<file path="src/rtl/irqPkg.sv">
package irqPkg;
  localparam int SRC_N   = 5;
  localparam int SRC_EXT0 = 0;
  localparam int SRC_TMR0 = 1;
  localparam int SRC_EXT1 = 2;
  localparam int SRC_TMR1 = 3;
  localparam int SRC_SER  = 4;

  typedef logic [SRC_N-1:0] srcVec_t;

  // strobes from control to datapath
  typedef struct packed {
    logic    take;   // acknowledge accepted this cycle
    srcVec_t sel;    // one-hot source being acknowledged
    logic    high;   // level of the acknowledged source
  } ackStrobe_t;

  typedef enum logic {ST_IDLE, ST_REQ} ctlState_t;
endpackage

</file>
<file path="src/rtl/irqDatapath.sv">
module irqDatapath
  import irqPkg::*;
#(
  parameter int CFG_W  = 8,
  parameter int CFG_AW = 2
) (
  input  logic              clk,
  input  logic              rstN,
  input  logic              cfgWe,
  input  logic [CFG_AW-1:0] cfgAddr,
  input  logic [CFG_W-1:0]  cfgData,
  input  logic              tmr0Evt,
  input  logic              tmr1Evt,
  input  logic              rxEvt,
  input  logic              txEvt,
  input  logic              rxClr,
  input  logic              txClr,
  input  logic [1:0]        extPinN,
  input  ackStrobe_t        ackStb,
  input  logic              retiPulse,
  output srcVec_t           eligHigh,
  output srcVec_t           eligLow,
  output logic [1:0]        inService,
  output logic              globalEn
);
  localparam int GEN_BIT = CFG_W - 1;
  localparam logic [CFG_AW-1:0] ADDR_EN   = CFG_AW'(0);
  localparam logic [CFG_AW-1:0] ADDR_PRIO = CFG_AW'(1);
  localparam logic [CFG_AW-1:0] ADDR_MODE = CFG_AW'(2);

  srcVec_t    enMask;
  srcVec_t    prioMask;
  logic [1:0] edgeMode;
  logic       tmr0Flag, tmr1Flag, rxFlag, txFlag;
  logic [1:0] extFlag;
  logic [1:0] extPrevN;
  srcVec_t    pending;
  srcVec_t    elig;
  logic       unusedBits;

  assign unusedBits = ^cfgData[GEN_BIT-1:SRC_N];

  // configuration registers
  always_ff @(posedge clk or negedge rstN) begin
    if (!rstN) begin
      enMask   <= '0;
      globalEn <= 1'b0;
      prioMask <= '0;
      edgeMode <= '0;
    end else if (cfgWe) begin
      if (cfgAddr == ADDR_EN) begin
        enMask   <= cfgData[SRC_N-1:0];
        globalEn <= cfgData[GEN_BIT];
      end
      if (cfgAddr == ADDR_PRIO) prioMask <= cfgData[SRC_N-1:0];
      if (cfgAddr == ADDR_MODE) edgeMode <= cfgData[1:0];
    end
  end

  // external line flags, one per line
  for (genvar g = 0; g < 2; g++) begin : g_ext
    localparam int IDX = 2 * g;
    logic fallSeen;
    assign fallSeen = extPrevN[g] & ~extPinN[g];
    always_ff @(posedge clk or negedge rstN) begin
      if (!rstN) begin
        extPrevN[g] <= 1'b1;
        extFlag[g]  <= 1'b0;
      end else begin
        extPrevN[g] <= extPinN[g];
        if (edgeMode[g]) begin
          if (fallSeen)                            extFlag[g] <= 1'b1;
          else if (ackStb.take && ackStb.sel[IDX]) extFlag[g] <= 1'b0;
        end else begin
          extFlag[g] <= ~extPinN[g];
        end
      end
    end
  end

  // timer and serial flags; a new event wins over a clear
  always_ff @(posedge clk or negedge rstN) begin
    if (!rstN) begin
      tmr0Flag <= 1'b0;
      tmr1Flag <= 1'b0;
      rxFlag   <= 1'b0;
      txFlag   <= 1'b0;
    end else begin
      tmr0Flag <= tmr0Evt | (tmr0Flag & ~(ackStb.take & ackStb.sel[SRC_TMR0]));
      tmr1Flag <= tmr1Evt | (tmr1Flag & ~(ackStb.take & ackStb.sel[SRC_TMR1]));
      rxFlag   <= rxEvt | (rxFlag & ~rxClr);
      txFlag   <= txEvt | (txFlag & ~txClr);
    end
  end

  always_comb begin
    pending           = '0;
    pending[SRC_EXT0] = extFlag[0];
    pending[SRC_TMR0] = tmr0Flag;
    pending[SRC_EXT1] = extFlag[1];
    pending[SRC_TMR1] = tmr1Flag;
    pending[SRC_SER]  = rxFlag | txFlag;
  end

  assign elig     = pending & enMask & {SRC_N{globalEn}};
  assign eligHigh = elig & prioMask;
  assign eligLow  = elig & ~prioMask;

  // in-service levels: bit 1 high, bit 0 low
  logic [1:0] insSet, insClr;
  always_comb begin
    insSet = '0;
    insClr = '0;
    if (ackStb.take) insSet = ackStb.high ? 2'b10 : 2'b01;
    if (retiPulse)   insClr = inService[1] ? 2'b10 : 2'b01;
  end

  always_ff @(posedge clk or negedge rstN) begin
    if (!rstN) inService <= '0;
    else       inService <= (inService & ~insClr) | insSet;
  end

  // a low-level acknowledge only happens with nothing in service
  p_ack_low_legal_r7: assert property (@(posedge clk) disable iff (!rstN)
    (ackStb.take && !ackStb.high) |-> (inService == 2'b00));
  // a high-level acknowledge never nests inside the high level
  p_ack_high_legal_r8: assert property (@(posedge clk) disable iff (!rstN)
    (ackStb.take && ackStb.high) |-> !inService[1]);
  // acknowledging the serial source leaves it pending
  p_ser_kept_r9: assert property (@(posedge clk) disable iff (!rstN)
    (ackStb.take && ackStb.sel[SRC_SER] && !rxClr && !txClr) |=> pending[SRC_SER]);
  // acknowledging timer 0 drops its flag
  p_tmr_clear_r11: assert property (@(posedge clk) disable iff (!rstN)
    (ackStb.take && ackStb.sel[SRC_TMR0] && !tmr0Evt) |=> !pending[SRC_TMR0]);
endmodule

</file>
<file path="src/rtl/irqControl.sv">
module irqControl
  import irqPkg::*;
#(
  parameter int VEC_W      = 16,
  parameter int VEC_BASE   = 3,
  parameter int VEC_STRIDE = 8
) (
  input  logic             clk,
  input  logic             rstN,
  input  srcVec_t          eligHigh,
  input  srcVec_t          eligLow,
  input  logic [1:0]       inService,
  input  logic             irqAck,
  output logic             irqReq,
  output logic [VEC_W-1:0] irqVector,
  output ackStrobe_t       ackStb
);
  ctlState_t state;
  srcVec_t   selReg;
  logic      highReg;
  srcVec_t   candHigh, candLow;
  int        vecIdx;

  function automatic srcVec_t lowestOne(input srcVec_t v);
    return v & srcVec_t'(~v + 1'b1);
  endfunction

  assign candHigh = inService[1]       ? '0 : lowestOne(eligHigh);
  assign candLow  = (inService != 2'b0) ? '0 : lowestOne(eligLow);

  always_ff @(posedge clk or negedge rstN) begin
    if (!rstN) begin
      state   <= ST_IDLE;
      selReg  <= '0;
      highReg <= 1'b0;
    end else begin
      case (state)
        ST_IDLE: begin
          if (candHigh != '0) begin
            selReg  <= candHigh;
            highReg <= 1'b1;
            state   <= ST_REQ;
          end else if (candLow != '0) begin
            selReg  <= candLow;
            highReg <= 1'b0;
            state   <= ST_REQ;
          end
        end
        ST_REQ: if (irqAck) state <= ST_IDLE;
        default: state <= ST_IDLE;
      endcase
    end
  end

  assign irqReq = (state == ST_REQ);

  always_comb begin
    vecIdx = 0;
    for (int i = 0; i < SRC_N; i++) if (selReg[i]) vecIdx = i;
  end
  assign irqVector = VEC_W'(VEC_BASE + vecIdx * VEC_STRIDE);

  assign ackStb.take = irqReq & irqAck;
  assign ackStb.sel  = selReg;
  assign ackStb.high = highReg;

  // request and vector hold until acknowledged
  p_req_hold_r12: assert property (@(posedge clk) disable iff (!rstN)
    (irqReq && !irqAck) |=> (irqReq && $stable(irqVector)));
  // request drops after the acknowledge edge
  p_req_drop_r12: assert property (@(posedge clk) disable iff (!rstN)
    (irqReq && irqAck) |=> !irqReq);
  // exactly one source is selected while requesting
  p_sel_onehot_r5: assert property (@(posedge clk) disable iff (!rstN)
    irqReq |-> ($countones(selReg) == 1));
endmodule

</file>
<file path="src/rtl/irqCtrlTop.sv">
module irqCtrlTop
  import irqPkg::*;
#(
  parameter int CFG_W      = 8,
  parameter int CFG_AW     = 2,
  parameter int VEC_W      = 16,
  parameter int VEC_BASE   = 3,
  parameter int VEC_STRIDE = 8
) (
  input  logic              clk,
  input  logic              rstN,
  input  logic              cfgWe,
  input  logic [CFG_AW-1:0] cfgAddr,
  input  logic [CFG_W-1:0]  cfgData,
  input  logic              tmr0Ovf,
  input  logic              tmr1Ovf,
  input  logic              rxDone,
  input  logic              txDone,
  input  logic              rxClr,
  input  logic              txClr,
  input  logic              ext0N,
  input  logic              ext1N,
  input  logic              irqAck,
  input  logic              retiIn,
  output logic              irqReq,
  output logic [VEC_W-1:0]  irqVector
);
  srcVec_t    eligHigh, eligLow;
  logic [1:0] inService;
  logic       globalEn;
  ackStrobe_t ackStb;

  irqDatapath #(.CFG_W(CFG_W), .CFG_AW(CFG_AW)) datapath_i (
    .clk(clk), .rstN(rstN),
    .cfgWe(cfgWe), .cfgAddr(cfgAddr), .cfgData(cfgData),
    .tmr0Evt(tmr0Ovf), .tmr1Evt(tmr1Ovf), .rxEvt(rxDone), .txEvt(txDone),
    .rxClr(rxClr), .txClr(txClr), .extPinN({ext1N, ext0N}),
    .ackStb(ackStb), .retiPulse(retiIn),
    .eligHigh(eligHigh), .eligLow(eligLow),
    .inService(inService), .globalEn(globalEn)
  );

  irqControl #(.VEC_W(VEC_W), .VEC_BASE(VEC_BASE), .VEC_STRIDE(VEC_STRIDE)) control_i (
    .clk(clk), .rstN(rstN),
    .eligHigh(eligHigh), .eligLow(eligLow), .inService(inService),
    .irqAck(irqAck), .irqReq(irqReq), .irqVector(irqVector), .ackStb(ackStb)
  );

  // a new request only follows a cycle with the global enable set
  p_gate_r2: assert property (@(posedge clk) disable iff (!rstN)
    $rose(irqReq) |-> $past(globalEn));
endmodule

</file>
<file path="config.mk">
export PLATFORM = sky130hd
export DESIGN_NAME = irqCtrlTop
export DESIGN_NICKNAME = d
export VERILOG_FILES = /design/src/rtl/irqPkg.sv /design/src/rtl/irqDatapath.sv /design/src/rtl/irqControl.sv /design/src/rtl/irqCtrlTop.sv
export SDC_FILE = /design/constraint.sdc
export NUM_CORES = 1
export LEC_CHECK = 0
export BUFFER_PORTS_ARGS = -buffer_cell sky130_fd_sc_hd__buf_2
export CORE_MARGIN = 10
export CORE_UTILIZATION = 52
export DETAILED_ROUTE_END_ITERATION = 8
export GPL_TIMING_DRIVEN = 0
export PLACE_DENSITY_LB_ADDON = 0.12
export SLEW_MARGIN = 20
export SYNTH_ARGS = -nofsm -noshare
export SYNTH_HDL_FRONTEND = slang
export SYNTH_SLANG_ARGS = --single-unit
</file>
<file path="constraint.sdc">
create_clock -name clk -period 2.08 [get_ports clk]
set_input_delay 0.208 -clock clk [delete_from_list [all_inputs] [get_ports clk]]
set_output_delay 0.208 -clock clk [all_outputs]
set_load 0.005 [all_outputs]
</file>
**After elaboration in Yosys (flattened, before gate mapping)**

Index checks and enable logic that the tools add are counted.
Widths: inputs -> output; s select.

- Bits in registers: 30
- Logic and storage cells: 91
- Input port bits: 23

- Equal/unequal tests: 4
- Add/sub/neg operators: 3
- Bitwise logic cells: 33
- Multiplexer cells: 24
- Reductions and logical operators: 11

Operator list:

| cell | number |
|---|---|
| $and 5x5->5 | 6 |
| $mux 5 | 4 |
| $not 5->5 | 3 |
| $mux 1 | 12 |
| $mux 2 | 6 |
| $add 5x1->5 const B | 2 |
| $reduce_bool 5->1 | 2 |
| $and 1x1->1 | 9 |
| $reduce_and 2->1 | 4 |
| $add 2x6->7 const A | 1 |
| $not 1->1 | 7 |
| $ne 3x3->1 const B | 2 |
| $or 1x1->1 | 5 |
| $reduce_bool 2->1 | 2 |
| $mux 3 | 1 |
| $and 2x2->2 | 1 |
| $eq 2x1->1 const B | 1 |
| $eq 2x2->1 const B | 1 |
| $logic_and 1x1->1 | 2 |
| $logic_not 2->1 | 1 |
| $not 2->2 | 1 |
| $or 2x2->2 | 1 |
| $pmux 1 s2 | 1 |

**Depth between registers and ports, before layout**

Gate-level depths: netlist of the first run.

- Depth after elaboration: 12
- Depth in mapped cells: 6

**By module**

Synthesis of the first run repeated with hierarchy kept, for this count alone.

- Cell total of the unflattened synthesis: 143
- Area total of the unflattened synthesis: 1557.7 sq um

By module, submodules not included:

| module | times used | seq. area each (sq um) | cells each | area an instance (sq um) |
|---|---|---|---|---|
| irqDatapath | 1 | 578.1 | 81 | 963.4 |
| irqControl | 1 | 175.2 | 62 | 594.3 |

**Worst setup path after synthesis of the first run**

No wires, ideal clock.

- Path kind: reg-to-reg
- Start point: reg datapath_i.globalEn
- End point: reg control_i.selReg[0]
- Stages on the path, launching flop included: 7
- Path slack: 404 ps
- Clock period less this slack: 1676 ps
- Data arrival time: 1551 ps
- Buffers on the path: 1
- Setup time: 125 ps
- Cell sequence: dfrtp_1 buf_6 o211ai_4 o211a_1 a311o_1 nand2_4 mux2_4

- Longest elaborated chain between the ends: 9
- Elaborated cells between the ends (all ways): 17

Ends and longest elaborated chain:

| element | line | text |
|---|---|---|
| from (decl) | irqDatapath.sv:24 | `output logic globalEn` |
| from (signal assigned) | irqDatapath.sv:53 | `globalEn <= cfgData[GEN_BIT];` |
| $and 5x5->5 * | irqDatapath.sv:105 | `assign elig = pending & enMask & {SRC_N{globalEn}};` |
| $and 5x5->5 (on tied branches) | irqDatapath.sv:107, irqDatapath.sv:106 |  |
| $not 5->5 | irqControl.sv:25 | `return v & srcVec_t'(~v + 1'b1);` |
| $add 5x1->5 | irqControl.sv:25 |  |
| $and 5x5->5 | irqControl.sv:25 |  |
| $mux 5 (on tied branches) | irqControl.sv:29, irqControl.sv:28 |  |
| $reduce_bool 5->1 (on tied branches) | irqControl.sv:43, irqControl.sv:39 |  |
| $reduce_bool 2->1 (no line) | -- |  |
| $reduce_and 2->1 (no line) | -- |  |
| to (signal assigned) | irqControl.sv:40 | `selReg <= candHigh;` |
| to (signal assigned) | irqControl.sv:44 | `selReg <= candLow;` |
| to (decl) | irqControl.sv:19 | `srcVec_t selReg;` |

Mark *: on every way between the ends. The rest lies on a longest branch, timed or not. The select of a mux whose other input is x is not followed.
A chain may end at the register's enable or synchronous reset.

**Worst setup path in the final report of the first run**

Ends and elaborated chain as after synthesis.

==> results of run 1 <==
-- power groups by stage --
stage,Combinational [mW],Clock (mW),Sequential (mW)
after floorplan,0.447,0,0.821
after global placement,0.569,0,0.845
after detailed placement,0.590,0,0.851
after CTS,0.596,0.340,0.840
after global routing,0.663,0.369,0.864
final,0.596,0.329,0.843
-- critical path, cell delays in order (launching register included) --
cell and delay (ns):
dfrtp_1 0.36, buf_6 0.15, o211ai_4 0.08, o211a_1 0.25, a311o_1 0.43, nand2_4 0.14, mux2_4 0.30
-- layer usage --
layer,share of wire (%),global-route usage [%],vias to the layer above
met3,11,6.516,9
met1,42,13.86,518
met2,45,17.99,47
met5,0,0,-
li1,-,-,532
met4,1.8,4.555,0
-- layout by cell type, fill, tap and decap left out, types with 3 or more instances in the layout --
master / netlist / routed
nor2_1: 5 / 5
a21o_1: 4 / 4
dfrtp_1: 28 / 28
dlygate4sd3_1: 0 / 3
clkbuf_4: 0 / 5
o21ai_0: 6 / 6
nand4b_1: 4 / 4
nand2_1: 10 / 10
buf_4: 14 / 14
buf_2: 0 / 24
conb_1: 2 / 13
nand4_1: 4 / 4
mux2_4: 3 / 3
nand3_1: 4 / 4
inv_1: 8 / 8
mux2_2: 13 / 13
-- path summary, 6_finish.rpt --
kind | start | endpoint | slack (ns) | depth (start not counted)
worst min-delay path | rxDone | datapath_i.rxFlag | 0.05 | 2
worst max-delay path | datapath_i.globalEn | control_i.selReg[0] | 0.26 | 6
worst max register to register | datapath_i.globalEn | control_i.selReg[0] | 0.26 | 6
min in group asynchronous | rstN | datapath_i.tmr0Flag | 0.44 | 2
max in group asynchronous | rstN | datapath_i.inService[0] | 1.22 | 2
worst min register to register | datapath_i.tmr0Flag | datapath_i.tmr0Flag | 0.52 | 1
-- synthesized netlist by cell type, types with 2 or more instances --
cell / count
nand2_1: 10
mux2_2: 13
nand4_1: 4
o32ai_1: 2
mux2i_1: 2
nand3_1: 4
dfrtp_1: 28
nand2b_1: 2
buf_4: 14
dfstp_2: 2
nor2b_1: 2
nand4b_1: 4
nor3_1: 2
a21o_1: 4
inv_1: 8
mux2_4: 3
o21ai_0: 6
nand3b_1: 2
nor2_1: 5
conb_1: 2
-- registers in the layout (all words and copies together) (netlist names) --
| name | flops |
|---|---|
| datapath_i.extPrevN | 2 |
| datapath_i.prioMask | 5 |
| datapath_i.enMask | 5 |
| control_i.selReg | 5 |
| datapath_i.inService | 2 |
| datapath_i.txFlag | 1 |
| datapath_i.tmr1Flag | 1 |
| datapath_i.tmr0Flag | 1 |
| datapath_i.globalEn | 1 |
| datapath_i.rxFlag | 1 |
| datapath_i.edgeMode | 2 |
| control_i.highReg | 1 |
| control_i.irqReq | 1 |
| datapath_i.extFlag | 2 |
-- through the flow --
step                area, um2  power, mW  instances  util, %
CTS                      1797      1.777        210    64.60
finish                   1797      1.768        210    64.60
detailed placement       1715      1.441        199    61.67
global placement         1715      1.414        199    61.67
floorplan                1556      1.268        144        -
global route             1797      1.896        210    64.60
-- layout make-up --
| type | count | area, um2 | area share, % |
|---|---|---|---|
| inverters | 8 | 30.03 | 1.671 |
| repair buffers | 27 | 150.1 | 8.357 |
| flip-flops and latches | 30 | 753.2 | 41.92 |
| well taps | 31 | 38.79 | 2.159 |
| clock buffers | 6 | 41.29 | 2.298 |
| multi-input cells | 91 | 656.9 | 36.56 |
| plain buffers | 15 | 116.4 | 6.476 |
| clock inverters | 2 | 10.01 | 0.5571 |
-- cells by family (layout without fill, tap and decap cells) --
group / Yosys count / after routing / share of synthesized area (%)
other: 2 / 13 / 0.4956
AOI/OAI and AO/OA: 20 / 20 / 10.32
DFF: 30 / 30 / 49.71
buffers and inverters: 23 / 58 / 9.661
muxes: 18 / 18 / 13.96
and+or+nand+nor: 40 / 40 / 15.85
==> results.ini, run 1 <==
[status]
status = completed

[setup_path]
cp.required_ns = 2.30
path_max_fanout = 10
critPathKind = register to register
end_kind = register
critPathLaunchType = register
critical_path_arrival_ns = 2.04

[placed_design]
gp_congestion = 0.8476
dp_hpwl_um = 2361
place_ws_ns = 0.2776
port_buffers = 24

[synth]
syn_area_mm2 = 0.001515
yosysTopAreaCell = dfrtp_1
synth_top_area_share_pct = 46.24
ys_seq_area_share_pct = 49.71
ys.flop_type = dfrtp_1
synthArstFlopShare_pct = 100.0
synth-edff-count = 0
synth.distinct_cells = 34
syn_area_per_cell_um2 = 11.39
syn-instance-count = 133
synth_area_leaders = dfrtp_1 46%, mux2_2 9.7%, buf_4 6.9%, dfstp_2 3.5%, mux2_4 3.0%
ys_seq_elements = 30
ys_warn_count = 0

[global_routing]
grt_max_degree = 31
grt_pass1_vias = 1104
global_route.overflow_total = 0
grt_pass1_wl_um = 5106
antenna_found_initial = 0
grt_usage_pct = 11.90

[cts]
cts_setup_buffers = 0
cts_resized = 0
path_clk_slew_ns = 0.09
cts_sinks = 30
ctsHoldBuffers = 3
cts_buffer_depth = 2
cts_buffers = 5
clock_latency_ns = 0.33
tritoncts = built
htreeDepth = 2
root_buffer = clkbuf_4

[timing]
setup_viol = 0
slew_violations = 0
period_minus_slack_ns = 1.820
rsz0062_at_grt = no
worst_pin_slew_ns = 0.6513
tns_ns = 0
finalCritPeriodShare_pct = 87.50
hold_violations = 0
setup_ws_ns = 0.2599
hold_slack_ns = 0.04667
fmax_ghz = 0.5494
relSlewSlack_pct = 56.58
clock_skew_ns = 0.006346

[floorplan]
fp-row-count = 19
ios = 40
coreArea_mm2 = 0.002781
fp.dieW_um = 73.98
start_util_pct = 54.48
die_area_mm2 = 0.005473
dieHeight_um = 73.98

[drt]
first_pass_iters = 4
avgViaCountPerCell = 5.267
drc = 0
routedWlPerCell_um = 14.37
ant_nets = 0
vias = 1106
drt-total-wl_um = 3018
drt_iter0_markers = 54

[cells_and_area]
n_fill_cell = 240
drive_above_1_share_pct = 38.55
n_antenna_cell = 0
fin_nets = 201
area_growth_pct = 18.58

[pwr]
ir_drop_uv = 686.7
swShare_pct = 34.74
p_sw_mw = 0.6142
pwr-share-comb_pct = 33.7
p_int_mw = 1.154
p_leak_nw = 0.8862
p_clk_share_pct = 18.6
seqPwrFrac_pct = 47.7
power_density_mw_per_mm2 = 983.8

[run]
cap_violations = 0

[min_path]
hold_class = input port to register

Note: power is estimated with default switching activity, not from simulation.
==> inputs of run 2 (changes only) <==
--- a/config.mk
+++ b/config.mk
@@ -5,12 +5,14 @@
 export SDC_FILE = /design/constraint.sdc
 export NUM_CORES = 1
 export LEC_CHECK = 0
+export ABC_AREA = 1
 export BUFFER_PORTS_ARGS = -buffer_cell sky130_fd_sc_hd__buf_2
 export CORE_MARGIN = 10
 export CORE_UTILIZATION = 52
 export DETAILED_ROUTE_END_ITERATION = 8
 export GPL_TIMING_DRIVEN = 0
 export PLACE_DENSITY_LB_ADDON = 0.12
+export SKIP_CTS_REPAIR_TIMING = 1
 export SLEW_MARGIN = 20
 export SYNTH_ARGS = -nofsm -noshare
 export SYNTH_HDL_FRONTEND = slang
==> results.ini, run 2 <==
[cts]
path_clk_slew_ns = 0.09  ; about the same
htreeDepth = 2  ; unchanged
cts_buffer_depth = 2  ; unchanged
tritoncts = built  ; unchanged
cts_buffers = 5  ; unchanged
clock_latency_ns = 0.33  ; about the same
cts_sinks = 30  ; unchanged
root_buffer = clkbuf_4  ; unchanged

[synth]
ys_warn_count = 0  ; unchanged
synth-edff-count = 0  ; unchanged
syn_area_mm2 = 0.001634  ; was 0.001515 mm2
ys_seq_elements = 30  ; unchanged
synthArstFlopShare_pct = 100.0  ; unchanged
synth.distinct_cells = 24  ; was 34
ys_seq_area_share_pct = 46.09  ; was 49.71%
synthTopCellsByCount = 43 x nand2_1, 28 x dfrtp_1, 23 x inv_1  ; was 28 x dfrtp_1, 14 x buf_4, 13 x mux2_2
synth_most_common_cell = nand2_1  ; was dfrtp_1
syn_area_per_cell_um2 = 8.170  ; was 11.39 um2
syn-instance-count = 200  ; was 133
synth_top_area_share_pct = 42.88  ; was 46.24%
ys.flop_type = dfrtp_1  ; unchanged
yosysTopAreaCell = dfrtp_1  ; unchanged
synth_area_leaders = dfrtp_1 43%, nand2_1 9.9%, nand3_1 6.7%, buf_4 6.4%, inv_1 5.3%  ; was dfrtp_1 46%, mux2_2 9.7%, buf_4 6.9%, dfstp_2 3.5%, mux2_4 3.0%

[setup_path]
r2r_slack_ns = 0.59  ; was 0.26 ns
r2r-start = datapath_i.globalEn  ; unchanged
path_max_fanout = 10  ; unchanged
critPathKind = register to register  ; unchanged
ff2ff_path_depth = 11  ; was 6
critPathLaunchType = register  ; unchanged
end_kind = register  ; unchanged
cp.required_ns = 2.30  ; about the same
critical_path_arrival_ns = 1.71  ; was 2.04 ns
r2r_end = control_i.selReg[4]  ; was control_i.selReg[0]

[cells_and_area]
final_core_util_pct = 64.09  ; was 64.60%
final_common_cell = nand2_1  ; was dfrtp_1
area_growth_pct = 18.76  ; was 18.58%
layout_common_cells = 43 x nand2_1, 28 x dfrtp_1, 24 x buf_2  ; was 28 x dfrtp_1, 24 x buf_2, 14 x buf_4
fin_nets = 268  ; was 201
final_area_mm2 = 0.001941  ; was 0.001797 mm2
seqCellArea_um2 = 753.2  ; unchanged
n_fill_cell = 270  ; was 240
multi_input_area_um2 = 715.7  ; was 656.9 um2
largestRegisters = control_i.selReg x5, datapath_i.enMask x5, datapath_i.prioMask x5  ; unchanged
finalNonFillerCells = 290  ; was 210
drive_above_1_share_pct = 25.61  ; was 38.55%
n_antenna_cell = 0  ; unchanged

[global_routing]
grt_use_met3_pct = 4.481  ; was 6.516%
antenna_found_initial = 0  ; unchanged
met1_usage_pct = 14.51  ; was 13.86%
met2_usage_pct = 18.45  ; was 17.99%
grt_busiest_layer = met2  ; unchanged
grt_pass1_vias = 1371  ; was 1104
grt_usage_pct = 11.86  ; was 11.90%
grt_max_degree = 31  ; unchanged
global_route.overflow_total = 0  ; unchanged
grt_pass1_wl_um = 5858  ; was 5106 um

[drt]
routedWlPerCell_um = 10.92  ; was 14.37 um
vias = 1340  ; was 1106
ant_nets = 0  ; unchanged
drc = 0  ; unchanged
first_pass_iters = 4  ; unchanged
drt-total-wl_um = 3167  ; was 3018 um
avgViaCountPerCell = 4.621  ; was 5.267
drt_iter0_markers = 83  ; was 54

[timing]
tns_ns = 0  ; unchanged
relSlewSlack_pct = 57.24  ; was 56.58%
finalCritPeriodShare_pct = 71.54  ; was 87.50%
slew_violations = 0  ; unchanged
worst_pin_slew_ns = 0.6414  ; was 0.6513 ns
hold_violations = 0  ; unchanged
clock_skew_ns = 0.008628  ; was 0.006346 ns
setup_viol = 0  ; unchanged
setup_ws_ns = 0.5919  ; was 0.2599 ns
hold_slack_ns = 0.05081  ; was 0.04667 ns
rsz0062_at_grt = no  ; unchanged
period_minus_slack_ns = 1.488  ; was 1.820 ns
fmax_ghz = 0.6720  ; was 0.5494 GHz

[min_path]
hold_class = input port to register  ; unchanged
min_to = datapath_i.txFlag  ; was datapath_i.rxFlag
min_from = txClr  ; was rxDone
whs_path_depth = 2  ; unchanged

[pwr]
power_mw = 1.735  ; was 1.768 mW
ir_drop_uv = 488.3  ; was 686.7 uV
power_density_mw_per_mm2 = 894.1  ; was 983.8 mW/mm2
p_leak_nw = 1.042  ; was 0.8862 nW

[status]
status = completed  ; unchanged

[floorplan]
ios = 40  ; unchanged
start_util_pct = 53.97  ; was 54.48%
fp.dieW_um = 76.06  ; was 73.98 um
dieHeight_um = 76.06  ; was 73.98 um
coreArea_mm2 = 0.003028  ; was 0.002781 mm2
fp-row-count = 20  ; was 19
die_area_mm2 = 0.005784  ; was 0.005473 mm2

[placed_design]
place_inst = 279  ; was 199
place_ws_ns = 0.6203  ; was 0.2776 ns
dp_hpwl_um = 2529  ; was 2361 um
placed_area_mm2 = 0.001851  ; was 0.001715 mm2
port_buffers = 24  ; unchanged
gp_congestion = 0.8648  ; was 0.8476

[run]
cap_violations = 0  ; unchanged

## run 2: changes by cell type in the layout (fill, tap and decap cells not counted), moves of 11 or more
cell,change
nand3_1,+18
nor2_1,+12
o21ai_0,+11
mux2_2,-12
inv_1,+15
nand2_1,+33
## run 2: cells by family after synthesis
family | Yosys count | synth area share [%]
buffers and inverters | 39 | 12.63
AOI/OAI and AO/OA | 26 | 9.571
and+or+nand+nor | 102 | 30.55
DFF | 30 | 46.09
muxes | 1 | 0.6891
other | 2 | 0.4596
## run 2: critical path: stages (launching register included)
cell     delay, ns
dfrtp_1       0.40
buf_6         0.15
nand3_1       0.09
nor2_1        0.05
nor2_1        0.12
nand2_1       0.08
nand2_1       0.06
nand2_1       0.06
nand2_2       0.16
nand2_4       0.08
nand2_1       0.07
nand2_1       0.05
## run 2: layout make-up
| class | instances | area share (%) |
|---|---|---|
| flip-flops and latches | 30 | 38.81 |
| multi-input cells | 142 | 36.88 |
| repair buffers | 27 | 7.737 |
| plain buffers | 16 | 6.190 |
| inverters | 23 | 4.449 |
| clock buffers | 7 | 2.837 |
| well taps | 44 | 2.837 |
| clock inverters | 1 | 0.2579 |
## run 2: routing by layer
metal  vias up  routed length (um)
li1        711                   -
met1       586                1514
met2        36                1351
met3         7                 261
met4         0                  40
met5         -                   0
## run 2: report_power, final
group | leakage, nW | switching, mW | internal [mW]
registers | 0.364 | 0.107 | 0.710
clock network | 0.0353 | 0.190 | 0.163
logic | 0.643 | 0.336 | 0.230
## run 2: how the worst max path moves through the flow
stage | endpoint | depth (start not counted) | slack [ns] | from
2_1_floorplan | control_i.selReg[2] | 11 | 0.78 | datapath_i.globalEn
3_3_place_gp | control_i.selReg[4] | 11 | 0.61 | datapath_i.globalEn
3_5_place_dp | control_i.selReg[4] | 11 | 0.62 | datapath_i.globalEn
4_1_cts | control_i.selReg[4] | 11 | 0.60 | datapath_i.globalEn
5_1_grt | control_i.selReg[2] | 11 | 0.41 | datapath_i.globalEn
6_report | control_i.selReg[4] | 11 | 0.59 | datapath_i.globalEn
